===== src/rtl/pfg_pkg.sv =====
`timescale 1ns/1ps
// Package: shared state type of the power-fail guard.
// Assumes the codes are visible on the status output, so the values are fixed.
package pfg_pkg;

    typedef enum logic [2:0] {
        ST_ISO  = 3'd0,
        ST_NORM = 3'd1,
        ST_PEND = 3'd2,
        ST_PROT = 3'd3,
        ST_BACK = 3'd4,
        ST_REC  = 3'd5
    } pfg_state_e;

    // Width of a down counter that holds values 0 .. len-1
    function automatic int cnt_width(input int len);
        return (len > 1) ? $clog2(len) : 1;
    endfunction

endpackage


===== src/rtl/pfg_timer.sv =====
`timescale 1ns/1ps
// Module: one-shot cycle timer.
// A load pulse starts a window of LEN cycles. done rises in the last cycle
// of the window, provided en is held high during the window.
// Assumes LEN >= 1 and that load and en come from the owning state machine.
module pfg_timer #(
    parameter int LEN = 16
) (
    input  logic clk,
    input  logic rst_n,
    input  logic load,
    input  logic en,
    output logic done
);
    import pfg_pkg::*;

    localparam int W = cnt_width(LEN);
    localparam logic [W-1:0] START = W'(LEN - 1);

    logic [W-1:0] cnt_q;

    // Count down from the window start to zero, then hold at zero
    always_ff @(posedge clk) begin
        if (!rst_n) begin
            cnt_q <= '0;
        end else if (load) begin
            cnt_q <= START;
        end else if (en && (cnt_q != '0)) begin
            cnt_q <= cnt_q - 1'b1;
        end
    end

    // Window is over once the count reaches zero
    always_comb begin
        done = (cnt_q == '0);
    end

endmodule


===== src/rtl/pfg_acc_track.sv =====
`timescale 1ns/1ps
// Module: write-access tracker.
// acc_live is high while both strobes are low. acc_held is high only for a
// write that was already low at the previous edge, which is what separates
// a write in flight from one that starts at the same edge.
// Assumes the strobes are synchronous to clk.
module pfg_acc_track (
    input  logic clk,
    input  logic rst_n,
    input  logic ce_n,
    input  logic we_n,
    output logic acc_live,
    output logic acc_held
);
    logic live;
    logic live_q;

    // A write is present when chip enable and write enable are both low
    always_comb begin
        live = ~ce_n & ~we_n;
    end

    // Remember whether a write was present at the previous edge
    always_ff @(posedge clk) begin
        if (!rst_n) begin
            live_q <= 1'b0;
        end else begin
            live_q <= live;
        end
    end

    // Drive the outputs from the present and the remembered write
    always_comb begin
        acc_live = live;
        acc_held = live & live_q;
    end

endmodule


===== src/rtl/pfg_fsm.sv =====
`timescale 1ns/1ps
// Module: power-fail state sequencer.
// Moves between isolated, normal, pending, protected, backup and recover.
// It raises a load pulse for a timer whenever it enters that timer's state.
// Assumes pfail and lowsup are already debounced and synchronous.
module pfg_fsm (
    input  logic                clk,
    input  logic                rst_n,
    input  logic                pfail,
    input  logic                lowsup,
    input  logic                acc_live,
    input  logic                acc_held,
    input  logic                wpt_done,
    input  logic                rec_done,
    output pfg_pkg::pfg_state_e state,
    output logic                wpt_load,
    output logic                rec_load
);
    import pfg_pkg::*;

    pfg_state_e st_q;
    pfg_state_e st_d;

    // Next-state selection
    always_comb begin
        st_d = st_q;
        unique case (st_q)
            ST_ISO:  if (!pfail && !lowsup) st_d = ST_REC;
            ST_NORM: if (pfail)             st_d = acc_held ? ST_PEND : ST_PROT;
            ST_PEND: begin
                if (!pfail)                     st_d = ST_REC;
                else if (!acc_live || wpt_done) st_d = ST_PROT;
            end
            ST_PROT: begin
                if (!pfail)      st_d = ST_REC;
                else if (lowsup) st_d = ST_BACK;
            end
            ST_BACK: if (!lowsup) st_d = ST_PROT;
            ST_REC: begin
                if (pfail)         st_d = ST_PROT;
                else if (rec_done) st_d = ST_NORM;
            end
            default: st_d = ST_ISO;
        endcase
    end

    // State register; reset leaves the block in the isolated state
    always_ff @(posedge clk) begin
        if (!rst_n) begin
            st_q <= ST_ISO;
        end else begin
            st_q <= st_d;
        end
    end

    // Load each timer on entry into its timed state
    always_comb begin
        wpt_load = (st_d == ST_PEND) && (st_q != ST_PEND);
        rec_load = (st_d == ST_REC)  && (st_q != ST_REC);
        state    = st_q;
    end

endmodule


===== src/rtl/pfg_outdec.sv =====
`timescale 1ns/1ps
// Module: control decode.
// Turns the state into the protect, tristate and backup-select controls.
// Pure combinational logic, so every control is valid in the same cycle as
// its state.
module pfg_outdec (
    input  pfg_pkg::pfg_state_e state,
    output logic                wprot,
    output logic                hiz,
    output logic                bat_sel,
    output logic [2:0]          code
);
    import pfg_pkg::*;

    // Only normal and pending leave the array open
    always_comb begin
        wprot   = !((state == ST_NORM) || (state == ST_PEND));
        hiz     = wprot;
        bat_sel = (state == ST_BACK);
        code    = state;
    end

endmodule


===== src/rtl/pwrfail_guard.sv =====
`timescale 1ns/1ps
// Module: power-fail write-protect controller (top).
// Watches the power-fail and low-supply flags and the memory strobes. It
// write-protects the array, tristates its outputs and selects the backup
// cell as the supply falls. It lets a write in flight finish within
// WPT_CYC cycles and holds protection for REC_CYC cycles after recovery.
// Assumes all inputs are synchronous to clk.
module pwrfail_guard #(
    parameter int WPT_CYC = 12500,
    parameter int REC_CYC = 10000000
) (
    input  logic       clk,
    input  logic       rst_n,
    input  logic       pfail_i,
    input  logic       lowsup_i,
    input  logic       ce_n_i,
    input  logic       we_n_i,
    output logic       wprot_o,
    output logic       hiz_o,
    output logic       bat_sel_o,
    output logic [2:0] state_o
);
    import pfg_pkg::*;

    localparam int NTMR = 2;
    localparam int TMR_WPT = 0;
    localparam int TMR_REC = 1;

    logic       acc_live;
    logic       acc_held;
    pfg_state_e state;
    logic       wpt_load;
    logic       rec_load;
    logic [NTMR-1:0] tmr_load;
    logic [NTMR-1:0] tmr_en;
    logic [NTMR-1:0] tmr_done;

    pfg_acc_track u_acc (
        .clk      (clk),
        .rst_n    (rst_n),
        .ce_n     (ce_n_i),
        .we_n     (we_n_i),
        .acc_live (acc_live),
        .acc_held (acc_held)
    );

    pfg_fsm u_fsm (
        .clk      (clk),
        .rst_n    (rst_n),
        .pfail    (pfail_i),
        .lowsup   (lowsup_i),
        .acc_live (acc_live),
        .acc_held (acc_held),
        .wpt_done (tmr_done[TMR_WPT]),
        .rec_done (tmr_done[TMR_REC]),
        .state    (state),
        .wpt_load (wpt_load),
        .rec_load (rec_load)
    );

    // Route load and run enables to the two timers
    always_comb begin
        tmr_load[TMR_WPT] = wpt_load;
        tmr_load[TMR_REC] = rec_load;
        tmr_en[TMR_WPT]   = (state == ST_PEND);
        tmr_en[TMR_REC]   = (state == ST_REC);
    end

    for (genvar g = 0; g < NTMR; g++) begin : g_tmr
        localparam int LEN = (g == TMR_WPT) ? WPT_CYC : REC_CYC;
        pfg_timer #(.LEN(LEN)) u_tmr (
            .clk   (clk),
            .rst_n (rst_n),
            .load  (tmr_load[g]),
            .en    (tmr_en[g]),
            .done  (tmr_done[g])
        );
    end

    pfg_outdec u_dec (
        .state   (state),
        .wprot   (wprot_o),
        .hiz     (hiz_o),
        .bat_sel (bat_sel_o),
        .code    (state_o)
    );

endmodule


===== config.mk =====
export PLATFORM = sky130hd
export DESIGN_NAME = pwrfail_guard
export DESIGN_NICKNAME = d
export VERILOG_FILES = /design/src/rtl/pfg_pkg.sv /design/src/rtl/pfg_timer.sv /design/src/rtl/pfg_acc_track.sv /design/src/rtl/pfg_fsm.sv /design/src/rtl/pfg_outdec.sv /design/src/rtl/pwrfail_guard.sv
export SDC_FILE = /design/constraint.sdc
export NUM_CORES = 1
export LEC_CHECK = 0
export CAP_MARGIN = 10
export CORE_ASPECT_RATIO = 1.1
export CORE_MARGIN = 3
export CORE_UTILIZATION = 40
export DETAILED_ROUTE_END_ITERATION = 7
export GPL_ROUTABILITY_DRIVEN = 0
export PLACE_DENSITY_LB_ADDON = 0.3
export SYNTH_ARGS = -nofsm -noshare
export SYNTH_HDL_FRONTEND = slang
export SYNTH_HIERARCHICAL = 1
export SYNTH_SLANG_ARGS = --single-unit

===== constraint.sdc =====
create_clock -name clk -period 2.9 [get_ports clk]
set_input_delay 0.58 -clock clk [delete_from_list [all_inputs] [get_ports clk]]
set_output_delay 0.58 -clock clk [all_outputs]
set_load 0.005 [all_outputs]

# [Word-level counts from Yosys, hierarchy flattened]
# Index checks and enable logic that the tools add are counted.
[word_totals] ff_bits=42 out_inout_bits=6 word_cells=57 inputBits=6
[op_classes] add_sub_neg=2 mux=15 eq_ne=9 bitwise=5 reduce_logical=20
[op_table] operator="$mux 24" n=2
[op_table] operator="$mux 14" n=2
[op_table] operator="$mux 3" n=9
[op_table] operator="$logic_not 24->1" n=1
[op_table] operator="$reduce_bool 24->1" n=1
[op_table] operator="$sub 24x1->24 const B" n=1
[op_table] operator="$pmux 3 s6" n=1
[op_table] operator="$logic_not 14->1" n=1
[op_table] operator="$reduce_bool 14->1" n=1
[op_table] operator="$sub 14x1->14 const B" n=1
[op_table] operator="$eq 3x2->1 const B" n=3
[op_table] operator="$eq 3x3->1 const B" n=3
[op_table] operator="$logic_and 1x1->1" n=5
[op_table] operator="$logic_not 1->1" n=4
[op_table] operator="$reduce_bool 2->1" n=2
[op_table] operator="$reduce_or 2->1" n=2
[op_table] operator="$eq 3x1->1 const B" n=1
[op_table] operator="$logic_not 3->1" n=1
[op_table] operator="$ne 3x2->1 const B" n=1
[op_table] operator="$ne 3x3->1 const B" n=1
[op_table] operator="$not 1->1" n=3
[op_table] operator="$and 1x1->1" n=2
[op_table] operator="$logic_or 1x1->1" n=2
[op_table] operator="$mux 1" n=1

# [Depth between registers and ports, before layout]
[depth] ltp_word=10 mapped_depth=12 mapped_depth_nobuf=12

# [By module]
# Netlist, hierarchy kept.
[modules_own_cells] module="pfg_timer (g_tmr[1].u_tmr)" instances=1 area_each_um2=1178.6 seq_area_each_um2=480.5 cells_per_inst=135
[modules_own_cells] module="pfg_timer (g_tmr[0].u_tmr)" instances=1 area_each_um2=795.8 seq_area_each_um2=280.3 cells_per_inst=92
[modules_own_cells] module="pfg_fsm" instances=1 area_each_um2=265.3 seq_area_each_um2=60.1 cells_per_inst=32
[modules_own_cells] module="pfg_outdec" instances=1 area_each_um2=52.6 seq_area_each_um2=0.0 cells_per_inst=7
[modules_own_cells] module="pfg_acc_track" instances=1 area_each_um2=38.8 seq_area_each_um2=20.0 cells_per_inst=4
[modules_own_cells] module="pwrfail_guard" instances=1 area_each_um2=21.3 seq_area_each_um2=0.0 cells_per_inst=2

# [Worst setup path before layout]
# Ideal clock, no wire load.
[synth_timing] path_kind="flip-flop to flip-flop" startpoint="register g_tmr[1].u_tmr.cnt_q[10]" endpoint="register g_tmr[1].u_tmr.cnt_q[12]" synth_period_minus_slack_ps=2476 path_buffers=1 slack_ps=424 stages_incl_launch_ff=12 t_arrival_ps=2339 t_required_ps=2763 setup_time_ps=137 path_cell_list="dfxtp_1 > or4_2 > nor3_1 > nand2_1 > nor2_1 > nor3b_1 > o21ai_0 > o21ai_1 > and3_1 > inv_1 > clkbuf_1 > a31oi_1"
[synth_between] elab_chain_len=7 word_cells_on_any_way=12 classes_between="1 x add/sub; 1 x eq/ne; 5 x mux; 5 x reduce/logical"
[synth_lines] element="from (decl)" line_no="pfg_timer.sv:20" rtl="logic [W-1:0] cnt_q;"
[synth_lines] element="from (signal assigned)" line_no="pfg_timer.sv:29" rtl="cnt_q <= cnt_q - 1'b1;"
[synth_lines] element="$logic_not 24->1 (*)" line_no="pfg_timer.sv:35" rtl="done = (cnt_q == '0);"
[synth_lines] element="via tmr_done[1]" line_no="pwrfail_guard.sv:36" rtl="logic [NTMR-1:0] tmr_done;"
[synth_lines] element="$mux 3 (*)" line_no="pfg_fsm.sv:41" rtl="else if (rec_done) st_d = ST_NORM;"
[synth_lines] element="$mux 3 (*)" line_no="pfg_fsm.sv:40" rtl="if (pfail) st_d = ST_PROT;"
[synth_lines] element="$pmux 3 s6 (*)" line_no="pfg_fsm.sv:27" rtl="unique case (st_q)"
[synth_lines] element="$eq 3x3->1 (*)" line_no="pfg_fsm.sv:59" rtl="rec_load = (st_d == ST_REC) && (st_q != ST_REC);"
[synth_lines] element="$logic_and 1x1->1 (*)" line_no="pfg_fsm.sv:59"
[synth_lines] element="via rec_load" line_no="pwrfail_guard.sv:33" rtl="logic rec_load;"
[synth_lines] element="$mux 24 or $reduce_bool 2->1 (tied branches)"
# Mark *: on every way through the listed nets, which the timed path passes. The rest lies on a longest branch. The select of a mux whose other input is x is not followed.
# A chain may end at the register's enable or synchronous reset.

# [Final worst setup path]
# Ends and elaborated chain as after synthesis.

==> impl_metrics.py <==
metrics = {
    "critical_path": {
        "crit_chain": "or4_2 > nor3_1 > nand2_1 > nor2_1 > nor3b_1 > o21ai_0 > o21ai_1 > and3_1 > inv_2 > buf_4 > a31oi_1",
        "arrival_ns": 2.82,
        "slowest_delay_ns": 0.74,
        "end_kind": "flip-flop",
        "cpMaxStageDelayCell": "or4_2",
        "cp-start-kind": "flip-flop",
        "cp.required_ns": 3.06,
        "crit_fanout": 9,
        "path_class": "flip-flop to flip-flop",
    },
    "timing": {
        "timing.final.crit_share_pct": 91.6,
        "finalHoldViolations": 0,
        "tightest_slew_ns": 0.588,
        "setup_ws_ns": 0.244,
        "slew_violations": 0,
        "setup_viol": 0,
        "skew_ns": 0.00389,
        "max_freq_mhz": 376,
        "grt_setup_unrepaired": "no",
        "timing.final.crit_period_ns": 2.66,
        "maxSlewHeadroom_pct": 60.4,
    },
    "final_layout": {
        "syn_to_final_growth_pct": 12.2,
        "design_area_mm2": 0.00264,
        "drive_above_1_share_pct": 12.0,
        "nets": 295,
        "n_antenna_cell": 0,
    },
    "logic_synthesis": {
        "synth_top_family_by_area": "simple AND/OR/NAND/NOR gates",
        "synth_area_leaders": "dfxtp_1 36%, o31ai_1 5.1%, or3_1 5.1%",
        "synth-seq-cells": 42,
        "synth_enable_flop_cells": 0,
        "synth_xor_area_share_pct": 2.23,
        "synth_area_mm2": 0.00235,
        "synth_cell_types": 58,
        "synth_simple_gate_area_share_pct": 30.8,
        "syn_avg_cell_area_um2": 8.65,
        "synth-seq-area-share_pct": 35.7,
        "yosysWarnings": 6,
        "syn_inst": 272,
        "syn_nets": 282,
        "async_flop_share_pct": 0,
        "synthAdderAreaFrac_pct": 2.13,
        "yosysTopAreaCellShare_pct": 35.7,
        "synth_ff_type": "dfxtp_1",
        "yosys.area.top_type": "dfxtp_1",
        "synth.area.mux_share_pct": 0.904,
        "synth_compound_area_share_pct": 23.1,
    },
    "detailed_routing": {
        "wl_per_cell_um": 14.2,
        "drc_errors": 0,
        "totalWireLength_um": 5110,
        "viasPerCell": 5.73,
        "first_pass_iters": 4,
        "detail-route-antenna-nets": 0,
        "via_count": 2057,
        "initialDrtViolationCount": 138,
    },
    "clocking": {
        "clockRootBuffer": "clkbuf_8",
        "tritoncts": "yes",
        "cts_max_level": 2,
        "post_cts_buffers": 0,
        "clk_latency_ns": 0.29,
        "cts.sinks": 42,
        "ctsHoldBuffers": 0,
        "cts_max_path_buffers": 2,
        "clkTransAtPathRegs_ns": 0.07,
        "ctsResizeCount": 0,
        "cts_made_buffers": 5,
    },
    "floorplan": {
        "dieWidth_um": 79.1,
        "die_area_mm2": 0.00684,
        "initial_core_util_pct": 42.5,
        "num_rows": 28,
        "coreArea_mm2": 0.00554,
        "die_y_um": 86.4,
        "ios": 12,
    },
    "grt": {
        "gr-total-overflow": 0,
        "grt_pass1_vias": 1809,
        "grt_first_pass_wirelength_um": 8420,
        "grt.total_usage_pct": 15.4,
        "antenna_found_initial": 0,
        "grt_max_degree": 16,
    },
    "run": {
        "cap_viol_max_count": 0,
    },
    "pwr": {
        "powerDensity_mw_per_mm2": 595,
        "ir_drop_mv": 0.338,
        "p_leak_nw": 0.923,
    },
    "place": {
        "detailedPlace.worstSlack_ns": -0.0463,
        "placed_area_mm2": 0.00255,
        "hpwl_um": 3540,
        "portBuffers": 11,
    },
    "run_status": {
        "outcome": "finished clean",
    },
    "min_path": {
        "hold_class": "flip-flop to flip-flop",
    },
}
-- cell usage in the layout, fill, tap and decap left out, drive strengths merged, types with 3 or more instances in the layout --
cell and count:
a211oi 4, a21oi 22, a31oi 9, and2 4
buf 11, clkbuf 6, clkdlybuf4s50 11, dfxtp 42
ha 4, inv 7, nand2 11, nand2b 7
nor2 13, nor2b 3, nor3 6, nor3b 6
nor4 7, nor4b 3, o21ai 14, o31a 6
o31ai 16, or3 20, or4 13, xor2 5
-- flip-flops by register name, indices dropped and copies added, names as in the netlist --
register	count
g_tmr.u_tmr/cnt_q	38
u_fsm/state	3
u_acc/live_q	1
-- Yosys cell counts, types with 3 or more instances --
master and count:
a211oi_1 3, ha_1 4, nor4b_1 3, o21ai_0 13
nand2b_1 7, nor4_1 7, nor2b_1 3, buf_2 5
buf_4 5, and2_1 4, nor2_1 13, nor3_1 6
dfxtp_1 42, or3_1 19, xor2_1 5, a21oi_1 22
o31ai_1 16, a31oi_1 9, nand2_1 11, inv_1 7
or4_1 11, nor3b_1 5, o31a_1 6, clkbuf_1 5
-- where the power goes --
group / internal, mW / switching [mW] / total, mW
clock: 0.184 / 0.192 / 0.376
combinational: 0.220 / 0.291 / 0.511
sequential: 0.626 / 0.0573 / 0.683
total: 1.03 / 0.541 / 1.57
-- routing by layer --
| metal | up-vias | global-route usage (%) | wire length, um |
|---|---|---|---|
| met2 | 22 | 23.6 | 2330 |
| li1 | 1070 | - | - |
| met3 | 5 | 3.95 | 129 |
| met5 | - | 0 | 0 |
| met1 | 960 | 20.8 | 2580 |
| met4 | 0 | 5.78 | 59 |
-- per-stage QoR --
step | total power, mW | hold slack, ns | TNS [ns] | utilization [%] | std cells
global route | 1.68 | 0.518 | 0 | 47.7 | 359
global placement | 1.19 | 0.463 | 0 | 46.0 | 353
floorplan | 1.07 | 0.452 | 0 | - | 272
finish | 1.57 | 0.489 | 0 | 47.7 | 359
CTS | 1.58 | 0.490 | 0 | 47.5 | 359
detailed placement | 1.19 | 0.477 | -0.282 | 46.0 | 353
-- layout make-up --
class / count / area (um2)
clock buffers: 6 / 82.6
fillers: 567 / 2900
inverters: 7 / 26.3
multi-input cells: 207 / 1400
flip-flops and latches: 42 / 841
well taps: 75 / 93.8
repair buffers: 22 / 193
-- path summary, 6_finish.rpt --
check / from / to / slack (ns) / depth (start not counted)
setup / recovery: g_tmr[1].u_tmr/cnt_q[10] / g_tmr[1].u_tmr/cnt_q[12] / 0.24 / 11
hold / removal: g_tmr[0].u_tmr/cnt_q[10] / g_tmr[0].u_tmr/cnt_q[10] / 0.49 / 2
setup reg to reg: g_tmr[1].u_tmr/cnt_q[10] / g_tmr[1].u_tmr/cnt_q[12] / 0.24 / 11
hold reg to reg: g_tmr[0].u_tmr/cnt_q[10] / g_tmr[0].u_tmr/cnt_q[10] / 0.49 / 2
-- critical path: cells and delay by family (launching register included) --
kind / cells / cell delay [ns]
AO/OA/AOI/OAI: 3 / 0.32
buffers and inverters: 2 / 0.32
AND/OR/NAND/NOR: 6 / 1.54
flip-flops: 1 / 0.35
-- cell families (layout without fill, tap and decap cells) --
family,after synthesis,after routing
DFF,42,42
buffers and inverters,23,35
AOI/OAI and AO/OA,82,82
xor gates and xnor gates,6,6
adders and majority gates,4,4
muxes,2,2
and+or+nand+nor,113,113
No activity file was read; power rests on OpenSTA's default activity.
